### config.mk
export PLATFORM = sky130hd
export DESIGN_NAME = handshake_fifo
export DESIGN_NICKNAME = d
export VERILOG_FILES = /design/src/rtl/hsf_pkg.sv /design/src/rtl/hsf_ctrl.sv /design/src/rtl/hsf_store.sv /design/src/rtl/hsf_status.sv /design/src/rtl/handshake_fifo.sv
export SDC_FILE = /design/constraint.sdc
export NUM_CORES = 1
export LEC_CHECK = 0
export BUFFER_PORTS_ARGS = -buffer_cell sky130_fd_sc_hd__buf_4
export CORE_AREA = 3 3 204 206
export CTS_BUF_LIST = sky130_fd_sc_hd__clkbuf_8
export DETAILED_ROUTE_END_ITERATION = 8
export DIE_AREA = 0 0 207 209
export HOLD_SLACK_MARGIN = 0.12
export PLACE_DENSITY = 0.78
export SLEW_MARGIN = 15
export SYNTH_ARGS = -nofsm -noshare
export SYNTH_HDL_FRONTEND = slang
export SYNTH_SLANG_ARGS = --single-unit
### constraint.sdc
create_clock -name clk -period 2.9 [get_ports clk]
set_input_delay 0.58 -clock clk [delete_from_list [all_inputs] [get_ports clk]]
set_output_delay 0.58 -clock clk [all_outputs]
set_load 0.02 [all_outputs]
### src/rtl/hsf_pkg.sv
// Package hsf_pkg
// Shared types for the handshaked FIFO. Assumes one clock domain.
package hsf_pkg;

    // Status bundle derived from the occupancy count.
    typedef struct packed {
        logic can_take;   // room for another word
        logic has_word;   // at least one word held
        logic edge_zone;  // close to empty or close to full
        logic half_up;    // half or more in use
    } hsf_status_t;

endpackage

### src/rtl/hsf_ctrl.sv
// Module hsf_ctrl
// Owns the read and write pointers and the occupancy count. It turns the
// strobes into write and read enables, using the ready flags supplied by
// hsf_status. Assumes the strobes are synchronous to clk. Reset is
// synchronous and active-low.
module hsf_ctrl #(
    parameter int DEPTH = 64
) (
    input  logic                           clk,
    input  logic                           rst_n,
    input  logic                           push_req,
    input  logic                           pop_req,
    input  logic                           can_take,
    input  logic                           has_word,
    output logic                           wr_en,
    output logic [$clog2(DEPTH)-1:0]       wr_addr,
    output logic [$clog2(DEPTH)-1:0]       rd_addr,
    output logic [$clog2(DEPTH+1)-1:0]     level
);
    localparam int AW   = $clog2(DEPTH);
    localparam int LW   = $clog2(DEPTH + 1);
    localparam bit POW2 = ((1 << AW) == DEPTH);

    logic          rd_en;
    logic [AW-1:0] wr_next;
    logic [AW-1:0] rd_next;

    // Qualify each strobe with its ready flag; strobes without a ready flag are dropped.
    always_comb begin
        wr_en = push_req && can_take;
        rd_en = pop_req && has_word;
    end

    // Pointer increment; a power-of-two depth wraps on its own, any other depth needs a compare.
    generate
        if (POW2) begin : g_wrap_free
            always_comb begin
                wr_next = wr_addr + 1'b1;
                rd_next = rd_addr + 1'b1;
            end
        end else begin : g_wrap_cmp
            always_comb begin
                wr_next = (wr_addr == AW'(DEPTH - 1)) ? '0 : wr_addr + 1'b1;
                rd_next = (rd_addr == AW'(DEPTH - 1)) ? '0 : rd_addr + 1'b1;
            end
        end
    endgenerate

    // Advance the pointers on accepted operations.
    always_ff @(posedge clk) begin
        if (!rst_n) begin
            wr_addr <= '0;
            rd_addr <= '0;
        end else begin
            if (wr_en) wr_addr <= wr_next;
            if (rd_en) rd_addr <= rd_next;
        end
    end

    // Track the occupancy; a store and a removal together leave it unchanged.
    always_ff @(posedge clk) begin
        if (!rst_n) begin
            level <= '0;
        end else if (wr_en && !rd_en) begin
            level <= level + LW'(1);
        end else if (rd_en && !wr_en) begin
            level <= level - LW'(1);
        end
    end

    // a reset edge leaves the buffer empty.
    a_r1_reset_empty: assert property (@(posedge clk) !rst_n |=> (level == '0));

    // a store strobe while full (and no removal) changes nothing.
    a_r2_no_overflow: assert property (@(posedge clk) disable iff (!rst_n)
        (push_req && !can_take && !pop_req) |=> $stable(level));

    // a removal strobe while empty (and no store) changes nothing.
    a_r3_no_underflow: assert property (@(posedge clk) disable iff (!rst_n)
        (pop_req && !has_word && !push_req) |=> $stable(level));

    // a store and a removal accepted together keep the occupancy.
    a_r8_both_keep_level: assert property (@(posedge clk) disable iff (!rst_n)
        (push_req && pop_req && can_take && has_word) |=> $stable(level));

endmodule

### src/rtl/hsf_store.sv
// Module hsf_store
// Two-port word storage with one synchronous write port and one
// combinational read port, so the head word is visible without a clock.
// Assumes the write address is never the address of an unread word.
module hsf_store #(
    parameter int WIDTH = 9,
    parameter int DEPTH = 64
) (
    input  logic                     clk,
    input  logic                     wr_en,
    input  logic [$clog2(DEPTH)-1:0] wr_addr,
    input  logic [WIDTH-1:0]         wr_data,
    input  logic [$clog2(DEPTH)-1:0] rd_addr,
    output logic [WIDTH-1:0]         rd_data
);
    logic [WIDTH-1:0] cells [DEPTH];

    // Write the accepted word into its slot.
    always_ff @(posedge clk) begin
        if (wr_en) cells[wr_addr] <= wr_data;
    end

    // Present the word at the read pointer.
    always_comb rd_data = cells[rd_addr];

endmodule

### src/rtl/hsf_status.sv
// Module hsf_status
// Decodes the occupancy into the ready flags and the two fill flags.
// Assumes 0 <= level <= DEPTH and NEAR_LOW < HALF_AT <= NEAR_HIGH.
module hsf_status #(
    parameter int DEPTH     = 64,
    parameter int NEAR_LOW  = 8,
    parameter int NEAR_HIGH = 56,
    parameter int HALF_AT   = 32
) (
    input  logic [$clog2(DEPTH+1)-1:0] level,
    output hsf_pkg::hsf_status_t       stat
);
    localparam int LW = $clog2(DEPTH + 1);

    // Threshold compares on the stored count.
    always_comb begin
        stat.can_take  = (level != LW'(DEPTH));
        stat.has_word  = (level != '0);
        stat.edge_zone = (level <= LW'(NEAR_LOW)) || (level >= LW'(NEAR_HIGH));
        stat.half_up   = (level >= LW'(HALF_AT));
    end

endmodule

### src/rtl/handshake_fifo.sv
// Module handshake_fifo
// Top of the handshaked FIFO: strobe-and-ready ports, an output-enabled data
// bus and fill flags. Assumes a single clock; reset is synchronous and
// active-low. The ready outputs are combinational from state, so instances
// may be chained for depth or width.
module handshake_fifo #(
    parameter int WIDTH      = 9,
    parameter int DEPTH      = 64,
    parameter int LOW_MARGIN = 8,
    parameter int TOP_MARGIN = 8
) (
    input  logic             clk,
    input  logic             rst_n,
    input  logic             shift_in,
    input  logic [WIDTH-1:0] data_in,
    output logic             in_ready,
    input  logic             shift_out,
    output logic             out_ready,
    input  logic             out_en,
    output logic [WIDTH-1:0] data_out,
    output logic             near_edge,
    output logic             half_up
);
    localparam int AW        = $clog2(DEPTH);
    localparam int LW        = $clog2(DEPTH + 1);
    localparam int NEAR_HIGH = DEPTH - TOP_MARGIN;
    localparam int HALF_AT   = DEPTH / 2;

    hsf_pkg::hsf_status_t stat;
    logic                 wr_en;
    logic [AW-1:0]        wr_addr;
    logic [AW-1:0]        rd_addr;
    logic [LW-1:0]        level;
    logic [WIDTH-1:0]     head;

    hsf_ctrl #(.DEPTH(DEPTH)) u_ctrl (
        .clk      (clk),
        .rst_n    (rst_n),
        .push_req (shift_in),
        .pop_req  (shift_out),
        .can_take (stat.can_take),
        .has_word (stat.has_word),
        .wr_en    (wr_en),
        .wr_addr  (wr_addr),
        .rd_addr  (rd_addr),
        .level    (level)
    );

    hsf_store #(.WIDTH(WIDTH), .DEPTH(DEPTH)) u_store (
        .clk     (clk),
        .wr_en   (wr_en),
        .wr_addr (wr_addr),
        .wr_data (data_in),
        .rd_addr (rd_addr),
        .rd_data (head)
    );

    hsf_status #(
        .DEPTH     (DEPTH),
        .NEAR_LOW  (LOW_MARGIN),
        .NEAR_HIGH (NEAR_HIGH),
        .HALF_AT   (HALF_AT)
    ) u_status (
        .level (level),
        .stat  (stat)
    );

    // Drive the handshake and flag outputs from the status bundle.
    always_comb begin
        in_ready  = stat.can_take;
        out_ready = stat.has_word;
        near_edge = stat.edge_zone;
        half_up   = stat.half_up;
    end

    // Gate the head word with the output enable; zero stands for a released bus.
    always_comb data_out = out_en ? head : '0;

    // out_ready only drops on a cycle that removed a word.
    a_r3_drop_needs_pop: assert property (@(posedge clk) disable iff (!rst_n)
        $fell(out_ready) |-> $past(shift_out));

    // in_ready only drops on a cycle that stored a word.
    a_r2_drop_needs_push: assert property (@(posedge clk) disable iff (!rst_n)
        $fell(in_ready) |-> $past(shift_in));

    // an empty buffer always reports the near-edge flag.
    a_r5_empty_is_near: assert property (@(posedge clk) disable iff (!rst_n)
        !out_ready |-> near_edge);

    // a buffer with no room is always at least half full.
    a_r6_full_is_half: assert property (@(posedge clk) disable iff (!rst_n)
        !in_ready |-> half_up);

endmodule

# --- After elaboration in Yosys (flattened, before gate mapping) ---
# Memory sizes are Yosys's and may differ from the RTL's. A register that Yosys moved wholly into a read port is not among the register bits.
# Index checks and enable logic that the tools add are counted.
classes:
  eq_ne: 1
  reduce_logical: 9
  n_addsub: 4
  magnitude_cmp: 3
  muxes: 7
ops:
  columns: ["op", "n"]
  rows:
  - ["$ge 7x6->1 const B", 2]
  - ["$mux 7", 2]
  - ["$add 6x1->6 const B", 2]
  - ["$mux 6", 2]
  - ["$mux 9", 1]
  - ["$add 7x1->7 const B", 1]
  - ["$le 7x4->1 const B", 1]
  - ["$ne 7x7->1 const B", 1]
  - ["$reduce_bool 7->1", 1]
  - ["$sub 7x1->7 const B", 1]
  - ["$logic_and 1x1->1", 4]
  - ["$logic_not 1->1", 2]
  - ["$mux 1", 2]
  - ["$reduce_bool 2->1", 1]
  - ["$logic_or 1x1->1", 1]
word_totals:
  elab_cells: 28
  inputBits: 14
  regBits: 19
  out_inout_bits: 13
  ram_bits: 576
  n_memories: 1
memory_table:
  columns: ["name", "depth", "width", "rd", "rd_ports_with_merged_regs", "wr", "line", "source"]
  rows:
  - ["u_store.cells", 64, 9, 1, 1, 1, "hsf_store.sv:16", "logic [WIDTH-1:0] cells [DEPTH];"]

# --- Longest topological paths before layout ---
# Gate-level depths: netlist of run 1.
logic_depth:
  depth_word: 6
  depth_mapped: 11
  mapped_depth_nobuf: 11

# --- Modules after synthesis ---
# Synthesis of run 1 repeated with hierarchy kept, for this count alone.
unflattened:
  cells_unflattened: 1143
  area_unflattened_um2: 23563.8
by_module_without_submodules:
  columns: ["mod", "instances", "area_each_um2", "cells_each", "seq_area_each_um2"]
  rows:
  - ["hsf_store", 1, 22414.0, 1011, 17296.6]
  - ["hsf_ctrl", 1, 1041.0, 114, 380.4]
  - ["handshake_fifo", 1, 56.3, 9, 0.0]
  - ["hsf_status", 1, 52.6, 9, 0.0]

# --- Worst setup path before layout of run 1 ---
# Ideal clock, no wire load.
synth_path:
  path_kind: "reg2reg"
  startpoint: "register u_ctrl.level[0]"
  endpoint: "register u_ctrl.level[6]"
  required_time_ns: 2.828
  setup_slack_ns: -0.009
  path_buffers: 0
  t_arrival_ns: 2.837
  synth_period_minus_slack_ns: 2.909
  setup_time_ns: 0.072
  path_stages_with_launch: 12
  cell_sequence: "dfxtp_1 > or3_1 > o31a_1 > inv_2 > ha_1 > inv_1 > fa_1 > a21o_1 > a21o_1 > a211o_1 > o211ai_1 > mux2i_1"
synth_between:
  elab_chain_len: 5
  word_cells_on_any_way: 13
  classes_between: "add/sub: 2; eq/ne: 1; mux: 2; reduce/logical: 8"
synth_rtl:
  columns: ["item", "line", "source"]
  rows:
  - ["from (decl)", "hsf_ctrl.sv:18", "output logic [$clog2(DEPTH+1)-1:0] level"]
  - ["from (signal assigned)", "hsf_ctrl.sv:65", "level <= level + LW'(1);"]
  - ["from (signal assigned)", "hsf_ctrl.sv:67", "level <= level - LW'(1);"]
  - ["branches (longest 5 deep; another with $sub 7x1->7)", null, null]
# Parallel ways; which one is timed is not known. The select of a mux whose other input is x is not followed.
# A chain may end at the register's enable or synchronous reset.

==> metrics.md, run 1 <==
| Metric | Value |
|---|---|
| Total GRT Usage | `0.259` |
| DR vias/cell | `between 6 and 7` |
| Layout cells sized above 1 | `0.356` |
| Top cell by count, worst path | `buf_4` |
| Post-synth EDFFs | `about 580` |
| Syn Nets | `1144` |
| Hold_buf cts | `0` |
| Post-Synthesis Cells | `1120` |
| DP Worst Slack | `-248 ps` |
| Synthesis warning total | `0` |
| CP Capture Type | `primary output` |
| CP Cell Sequence | `buf_12 -> buf_16 -> buf_6 -> buf_4 -> mux4_2 -> mux2_2 -> o2111ai_1 -> o211ai_1 -> buf_4` |
| Avg WL per Cell | `just under 30 microns` |
| Switching power | `about 5.6 mW` |
| Ys flop type | `edfxtp_1` |
| Startpoint class of the critical path | `flip-flop` |
| Clk sinks | `601` |
| Commonest non-fill, non-tap cell in the layout | `edfxtp_1` |
| Yosys cell types | `50` |
| Final hold violations | `0` |
| Share of the synthesized area in the top cell type | `0.733` |
| Drt first pass iters | `7` |
| R2R Setup Slk | `130 ps` |
| Die Ht | `209 microns` |
| Leak pwr | `between 8 and 9 nW` |
| Syn_area_per_cell | `about 21 sq um` |
| Status | `complete, but fails checks` |
| Die Area | `0.0433 sq mm` |
| H-tree levels | `3` |
| Power share of the clock group | `0.301` |
| Global-route wire length before repair | `82900 microns` |
| Root buffer cell | `clkbuf_8` |
| Initial Util | `0.592` |
| Hpwl dp | `32000 microns` |
| Routability Congestion | `just under 0.9` |
| Initial antenna violation count | `1` |
| Fmax | `266 MHz` |
| Reg2Reg Depth | `11` |
| Least-Margin Pin Slew | `around 1100 ps` |
| Final TNS setup | `-6520 ps` |
| TritonCTS Buffers | `91` |
| Hold Startpoint | `rst_n` |
| Synth top area cells | `edfxtp_1 (73%), mux4_2 (15%), dfxtp_1 (2.1%), mux2i_1 (1.3%), nor2_1 (1.2%)` |
| Failing checks | `negative setup slack` |
| Sequential Power Share | `0.461` |
| Antenna diodes | `0` |
| CP max FO | `4` |
| Area grow syn2layout | `16.8%` |
| CP Data Arrival Time | `3170 ps` |
| Max Cap Viol | `0` |
| Slowest Stage Delay on Critical Path | `500 ps` |
| FF-to-FF End | `u_ctrl.level[5]$_SDFFE_PN0P_` |
| Final Worst Setup Slack | `-855 ps` |
| # setup viols final | `9` |
| Worst r2r src | `u_ctrl.level[3]$_SDFFE_PN0P_` |
| CORE AREA | `0.0398 sq mm` |
| Worst Hold Class | `in -> reg` |
| Asr flop ratio synth | `0` |
| WHS Endpoint | `u_ctrl.wr_addr[5]$_SDFFE_PN0P_` |
| Die width | `a little over 200 microns` |
| Maximum clock insertion buffer count | `3` |
| Clock transition at path regs | `60 ps` |
| Io pins | `27` |
| Minimum clock period | `3750 ps` |
| Pwr/cell area | `766 mW/mm^2` |
| Worst IR Drop VDD | `0.412 mV` |
| Layout Skew | `between 20 and 30 ps` |
| Vias in the first global route | `12800` |
| Switching Share | `0.266` |
| Antenna Violating Nets Remaining | `0` |
| Combinational group share of total power | `0.238` |
| Commonest non-fill, non-tap cells in the layout | `edfxtp_1 (576), mux4_2 (156), buf_4 (123), clkbuf_8 (94), nor2_1 (72)` |
| WHS | `approximately 310 ps` |
| Via count | `12500` |
| Slew Limit Fails | `0` |
| Final nets | `1345` |
| CP Class | `reg -> out` |
| Global route total overflow | `0` |
| Internal Power | `15.5 mW` |
| CTS tree | `built` |
| CP required | `2320 ps` |
| Register area share after synthesis | `0.754` |
| RSZ-0062 raised after global routing | `true` |
| Port-buffer cells | `26` |
| FILL cells | `between 2000 and 2500` |
| Post-synthesis register bit count | `601` |
| Worst-skew pair later-pin latency | `640 ps` |
| DRT iter0 DRCs | `1670` |
| Drt drc | `0` |
| Tcrit/Tclk final | `1.29` |
| Largest net degree at the start of global routing | `65` |
| Max-slew headroom | `0.244` |
| Drt total wl | `~55000 microns` |
| Row count | `73` |
| Hold Crit Depth | `2` |
| Post-Syn Area | `0.0236 sq mm` |
| Slowest cell on the critical path | `mux4_2` |
| Top cell type by total area after synthesis | `edfxtp_1` |
power by group through the flow:
stage | clock network, mW | logic (mW) | registers [mW]
global route | 6.85 | 5.29 | 9.74
finish | 6.37 | 5.02 | 9.73
global placement | 0 | 4.00 | 9.90
detailed placement | 0 | 4.08 | 9.91
CTS | 6.44 | 4.88 | 9.73
floorplan | 0 | 2.57 | 9.87
kinds of logic (layout without fill, tap and decap cells):
kind of cell,after synthesis,in the layout,synth area share
compound gates,76,76,0.0222
xor+xnor,13,13,0.00483
fa+ha+maj,10,10,0.00562
buf+inv,64,330,0.0152
flops,601,601,0.754
mux,194,194,0.165
simple gates,162,162,0.0322
worst max-delay path by stage:
stage / startpoint / endpoint / cells past startpoint
final: flip-flop / data_out[8] / 9
after global routing: flip-flop / data_out[8] / 9
after CTS: flip-flop / data_out[4] / 8
after detailed placement: flip-flop / data_out[7] / 9
after global placement: flip-flop / data_out[5] / 9
after floorplan: u_ctrl.level[0]$_SDFFE_PN0P_ / u_ctrl.level[6]$_SDFFE_PN0P_ / 11
cells in the mapped netlist, types with 4 or more instances:
| cell | count |
|---|---|
| nor2b_1 | 8 |
| ha_1 | 9 |
| nor2_1 | 73 |
| clkbuf_1 | 20 |
| and2_1 | 14 |
| buf_6 | 6 |
| mux2i_1 | 31 |
| buf_1 | 4 |
| mux2_2 | 7 |
| or3_1 | 7 |
| a31oi_1 | 4 |
| edfxtp_1 | 576 |
| o221ai_1 | 11 |
| nand3_1 | 8 |
| buf_2 | 13 |
| dfxtp_1 | 25 |
| nand2_1 | 33 |
| o21ai_1 | 6 |
| nand3b_1 | 6 |
| xnor2_1 | 12 |
| mux4_2 | 156 |
| a21oi_1 | 21 |
| buf_4 | 15 |
| o211ai_1 | 9 |
state kept, by name, indices dropped and copies added, names as in the netlist, named ones only:
register / cells
u_ctrl.level: 7
u_ctrl.wr_addr: 6
u_ctrl.rd_addr: 6
u_store.cells: 576
critical path, delay by kind of cell (launching register included):
family / cells / cell delay [ps]
flip-flops: 1 / 400
buffers and inverters: 5 / 720
multiplexers: 2 / 800
AO/OA/AOI/OAI: 2 / 610
per-stage QoR:
stage	power, mW	utilization	instances	cell area [sq um]
5_1_grt	21.9	0.692	1911	27600
4_1_cts	21.1	0.689	1909	27500
3_5_place_dp	14.0	0.630	1715	25100
2_1_floorplan	12.4	-	1120	23600
6_report	21.1	0.692	1911	27600
3_3_place_gp	13.9	0.630	1715	25100
timing repair:
action	4_1_cts	5_1_grt
pin swaps	12	8
gates cloned	8	1
hold endpoints to repair	0	0
setup buffers	28	3
gates resized for setup	44	24
setup endpoints to repair	9	21
layout make-up:
cell class | count | area [sq um] | area share
clock buffers | 94 | 1290 | 0.0470
clock inverters | 64 | 355 | 0.0129
inverters | 6 | 22.5 | 0.000817
multi-input cells | 455 | 5640 | 0.205
flip-flops and latches | 601 | 17800 | 0.646
well taps | 525 | 657 | 0.0238
repair buffers | 166 | 1780 | 0.0646
per-layer routing:
layer  vias to the layer above  wire (microns)  global-route usage
li1                       5074               -                   -
met1                      6420           20300               0.362
met2                       879           26900               0.408
met3                       143            6160              0.0629
met4                         2            1820              0.0918
met5                         -              13                   0
Note: power is estimated with default switching activity, not from simulation.
==> run 2, diff against run 1 <==
--- a/config.mk
+++ b/config.mk
@@ -5,13 +5,15 @@
 export SDC_FILE = /design/constraint.sdc
 export NUM_CORES = 1
 export LEC_CHECK = 0
+export ABC_AREA = 1
 export BUFFER_PORTS_ARGS = -buffer_cell sky130_fd_sc_hd__buf_4
-export CORE_AREA = 3 3 204 206
+export CORE_AREA = 3 3 209 211
 export CTS_BUF_LIST = sky130_fd_sc_hd__clkbuf_8
 export DETAILED_ROUTE_END_ITERATION = 8
-export DIE_AREA = 0 0 207 209
+export DIE_AREA = 0 0 212 214
 export HOLD_SLACK_MARGIN = 0.12
 export PLACE_DENSITY = 0.78
+export SETUP_SLACK_MARGIN = 0.2
 export SLEW_MARGIN = 15
 export SYNTH_ARGS = -nofsm -noshare
 export SYNTH_HDL_FRONTEND = slang
==> run 2 against run 1 <==
Effect of this change:
- the flow still finishes with violations (negative setup slack)
- via count rose by 43%
- critical path depth rose by 4
- core utilization rose by 0.80 points
- sequential share of layout area fell by 4.0 points
- sequential cell count did not move
- setup slack improved by 500 ps
- critical path type unchanged
==> metrics.md, run 2 <==
| Metric | Value |
|---|---|
| CP max FO | `8 (was 4)` |
| Commonest non-fill, non-tap cell in the layout | `nand2_1 (was edfxtp_1)` |
| Multi-input logic area | `0.00677 sq mm (was 0.00564 sq mm)` |
| R2R Setup Slk | `350 ps (was 130 ps)` |
| Die Area | `0.0454 sq mm (was 0.0433 sq mm)` |
| Drt total wl | `67500 microns (was 55100 microns)` |
| Wl on met1 | `25000 microns (was 20300 microns)` |
| Final cell count without fillers | `2903 (was 1911)` |
| DR vias/cell | `6.17 (was 6.55)` |
| Worst Hold Class | `in -> reg (unchanged)` |
| Syn Nets | `2181 (was 1144)` |
| Initial antenna violation count | `0 (was 1)` |
| Port-buffer cells | `26 (unchanged)` |
| Syn_area_per_cell | `11.4 sq um (was 21.1 sq um)` |
| Post-Synthesis Cells | `2157 (was 1120)` |
| WHS Endpoint | `u_ctrl.wr_addr[4]$_SDFFE_PN0P_ (was u_ctrl.wr_addr[5]$_SDFFE_PN0P_)` |
| Slowest Stage Delay on Critical Path | `360 ps (was 500 ps)` |
| Share of the synthesized area in the top cell type | `0.700 (was 0.733)` |
| Leak pwr | `11.0 nW (was 8.80 nW)` |
| RSZ-0062 raised after global routing | `true (unchanged)` |
| Final hold violations | `0 (unchanged)` |
| Commonest cells in the netlist | `nand2_1 (746), edfxtp_1 (576), nand3_1 (498) (was edfxtp_1 (576), mux4_2 (156), nor2_1 (73))` |
| Total GRT Usage | `0.271 (was 0.259)` |
| Synthesis warning total | `0 (unchanged)` |
| Post-synthesis register bit count | `601 (unchanged)` |
| Global-route wire length before repair | `94700 microns (was 82900 microns)` |
| Register area share after synthesis | `0.721 (was 0.754)` |
| CP Class | `reg -> out (unchanged)` |
| # setup viols final | `9 (unchanged)` |
| Yosys cell types | `28 (was 50)` |
| Slew Limit Fails | `0 (unchanged)` |
| Placed Cells | `2692 (was 1715)` |
| Worst-skew pair later-pin latency | `670 ps (was 640 ps)` |
| Die Ht | `214 microns (was 209 microns)` |
| Ys flop type | `edfxtp_1 (unchanged)` |
| Top reg by flops | `u_store.cells (unchanged)` |
| Metal3 WL | `8020 microns (was 6160 microns)` |
| Commonest non-fill, non-tap cells in the layout | `nand2_1 (711), edfxtp_1 (576), nand3_1 (406), clkbuf_8 (102), buf_4 (93) (was edfxtp_1 (576), mux4_2 (156), buf_4 (123), clkbuf_8 (94), nor2_1 (72))` |
| CP Capture Type | `primary output (unchanged)` |
| Antenna diodes | `0 (unchanged)` |
| Worst IR Drop VDD | `0.597 mV (was 0.412 mV)` |
| Tcrit/Tclk final | `1.12 (was 1.29)` |
| Die width | `212 microns (was 207 microns)` |
| TritonCTS Buffers | `92 (was 91)` |
| Pwr/cell area | `762 mW/mm^2 (was 766 mW/mm^2)` |
| Hold_buf cts | `0 (unchanged)` |
| Layout Skew | `41.5 ps (was 28.6 ps)` |
| Top cell by count, worst path | `nand3_2 (was buf_4)` |
| Worst r2r src | `u_ctrl.level[6]$_SDFFE_PN0P_ (was u_ctrl.level[3]$_SDFFE_PN0P_)` |
| Row count | `75 (was 73)` |
| Least-Margin Pin Slew | `989 ps (was 1130 ps)` |
| DRT iter0 DRCs | `2542 (was 1670)` |
| CTS tree | `built (unchanged)` |
| Top sig layer | `met4 (was met5)` |
| Post-Syn Area | `0.0247 sq mm (was 0.0236 sq mm)` |
| CP delay by family, top | `simple AND/OR/NAND/NOR gates (was multiplexers)` |
| Synth top area cells | `edfxtp_1 (70%), nand2_1 (11%), nand3_1 (10%), dfxtp_1 (2.0%), nor2_1 (1.2%) (was edfxtp_1 (73%), mux4_2 (15%), dfxtp_1 (2.1%), mux2i_1 (1.3%), nor2_1 (1.2%))` |
| Buf+Inv Stages, Crit Path | `5 (unchanged)` |
| Initial Util | `0.589 (was 0.592)` |
| CORE AREA | `0.0419 sq mm (was 0.0398 sq mm)` |
| Layout cells sized above 1 | `0.187 (was 0.356)` |
| Fmax | `307 MHz (was 266 MHz)` |
| Register area | `0.0178 sq mm (about the same)` |
| Final Worst Setup Slack | `-357 ps (was -855 ps)` |
| Maximum clock insertion buffer count | `3 (unchanged)` |
| Area grow syn2layout | `18.9% (was 16.8%)` |
| Asr flop ratio synth | `0 (unchanged)` |
| Antenna Violating Nets Remaining | `0 (unchanged)` |
| H-tree levels | `3 (unchanged)` |
| Routability Congestion | `0.881 (was 0.882)` |
| Max Cap Viol | `0 (unchanged)` |
| Vias in the first global route | `16900 (was 12800)` |
| Hold Startpoint | `rst_n (unchanged)` |
| CP Data Arrival Time | `2680 ps (was 3170 ps)` |
| Avg WL per Cell | `23.3 microns (was 28.9 microns)` |
| Global route total overflow | `0 (unchanged)` |
| CP Cell Sequence | `buf_12 -> clkinv_16 -> buf_16 -> buf_8 -> nand2_1 -> nand3_2 -> nand3_2 -> nand2_2 -> nand2_2 -> nand3_2 -> nand3_2 -> a21oi_4 -> buf_6 (was buf_12 -> buf_16 -> buf_6 -> buf_4 -> mux4_2 -> mux2_2 -> o2111ai_1 -> o211ai_1 -> buf_4)` |
| Final nets | `2317 (was 1345)` |
| Drt drc | `0 (unchanged)` |
| Startpoint class of the critical path | `flip-flop (unchanged)` |
| Root buffer cell | `clkbuf_8 (unchanged)` |
| Status | `complete, but fails checks (unchanged)` |
| Failing checks | `negative setup slack (unchanged)` |
| CP required | `2320 ps (about the same)` |
| Clock transition at path regs | `60 ps (about the same)` |
| Largest net degree at the start of global routing | `75 (was 65)` |
| Slowest cell on the critical path | `dfxtp_4 (was mux4_2)` |
| Max-slew headroom | `0.339 (was 0.244)` |
| Clk sinks | `601 (unchanged)` |
| Largest regs | `u_store.cells x576, u_ctrl.level x7 (unchanged)` |
| Max FFs per register | `576 (unchanged)` |
| Minimum clock period | `3260 ps (was 3750 ps)` |
| FF-to-FF End | `u_ctrl.level[6]$_SDFFE_PN0P_ (was u_ctrl.level[5]$_SDFFE_PN0P_)` |
| Hold Crit Depth | `3 (was 2)` |
| Routed wire length on met2 | `32100 microns (was 26900 microns)` |
| Drt first pass iters | `6 (was 7)` |
| Top cell type by total area after synthesis | `edfxtp_1 (unchanged)` |
| DP Worst Slack | `186 ps (was -248 ps)` |
| Hpwl dp | `34000 microns (was 32000 microns)` |
| Most common cell in the netlist | `nand2_1 (was edfxtp_1)` |
| Via count | `17900 (was 12500)` |
| Post-synth EDFFs | `576 (unchanged)` |
| Reg2Reg Depth | `15 (was 11)` |
| Io pins | `27 (unchanged)` |
| FILL cells | `2633 (was 2315)` |
-- run 2: cell count changes after synthesis, sizes merged, moves of 14 or more --
cell | previous run | this run
nand3 | 8 | 498
buf | 38 | 99
nand2 | 33 | 749
mux2i | 31 | 0
mux4 | 156 | 0
and2 | 14 | 0
inv | 5 | 31
-- run 2: cell families after synthesis --
group	synth area share
buf+inv	0.0325
xor+xnor	0.00177
simple gates	0.231
compound gates	0.00841
fa+ha+maj	0.00537
flops	0.721
-- run 2: worst max-delay path by stage --
stage,start,endpoint,slack (ps),cells after the start
global route,flip-flop,data_out[2],-420,13
floorplan,u_ctrl.level[0]$_SDFFE_PN0P_,u_ctrl.level[5]$_SDFFE_PN0P_,230,19
CTS,flip-flop,data_out[6],-280,13
global placement,flip-flop,data_out[5],230,12
detailed placement,u_ctrl.level[0]$_SDFFE_PN0P_,u_store.cells[32][7]$_DFFE_PP_,190,9
finish,flip-flop,data_out[2],-360,13
-- run 2: area by class of cell --
class / instances / area share
flip-flops and latches: 601 / 0.607
multi-input cells: 1399 / 0.231
repair buffers: 162 / 0.0734
clock buffers: 102 / 0.0478
well taps: 539 / 0.0230
clock inverters: 63 / 0.0116
inverters: 35 / 0.00622
repair inverters: 2 / 0.000852
-- run 2: metrics by stage --
stage | area (sq um) | util | hold WS [ps] | power (mW) | TNS, ps
floorplan | 24700 | - | 459 | 12.9 | 0
global placement | 25800 | 0.616 | 474 | 14.1 | 0
detailed placement | 25800 | 0.616 | 494 | 14.2 | 0
CTS | 28100 | 0.670 | 206 | 21.3 | -2420
global route | 29400 | 0.700 | 232 | 23.2 | -3320
finish | 29400 | 0.700 | 238 | 22.4 | -2710
-- run 2: report_power, final --
part           total (mW)  internal [mW]  switching (mW)
registers            9.72           9.62          0.0983
logic                5.95           2.21            3.74
clock network        6.71           3.48            3.22
total                22.4           15.3            7.06
-- run 2: timing repair --
| action | 4_1_cts | 5_1_grt |
|---|---|---|
| endpoints found under the setup margin | 19 | 56 |
| setup buffers | 12 | 4 |
| pin swaps | 6 | 70 |
| resized for setup | 49 | 161 |
| cloned | 9 | 21 |
-- run 2: worst reg2reg max path, stage by stage (launching register included) --
cell and delay (ps):
dfxtp_1 360, or2_2 310, nor2_2 100, nand2_1 90, nand2_2 150, ha_4 170, inv_4 50, buf_4 140
buf_4 130, buf_4 120, ha_1 300, nor2_1 60, a21oi_1 160, xor2_1 160, nand2_1 70, a21oi_1 110
-- run 2: layer usage --
layer	up-vias	global-route usage
met5	-	0
met4	0	0.101
met1	8566	0.378
met3	201	0.0508
li1	7841	-
met2	1293	0.429
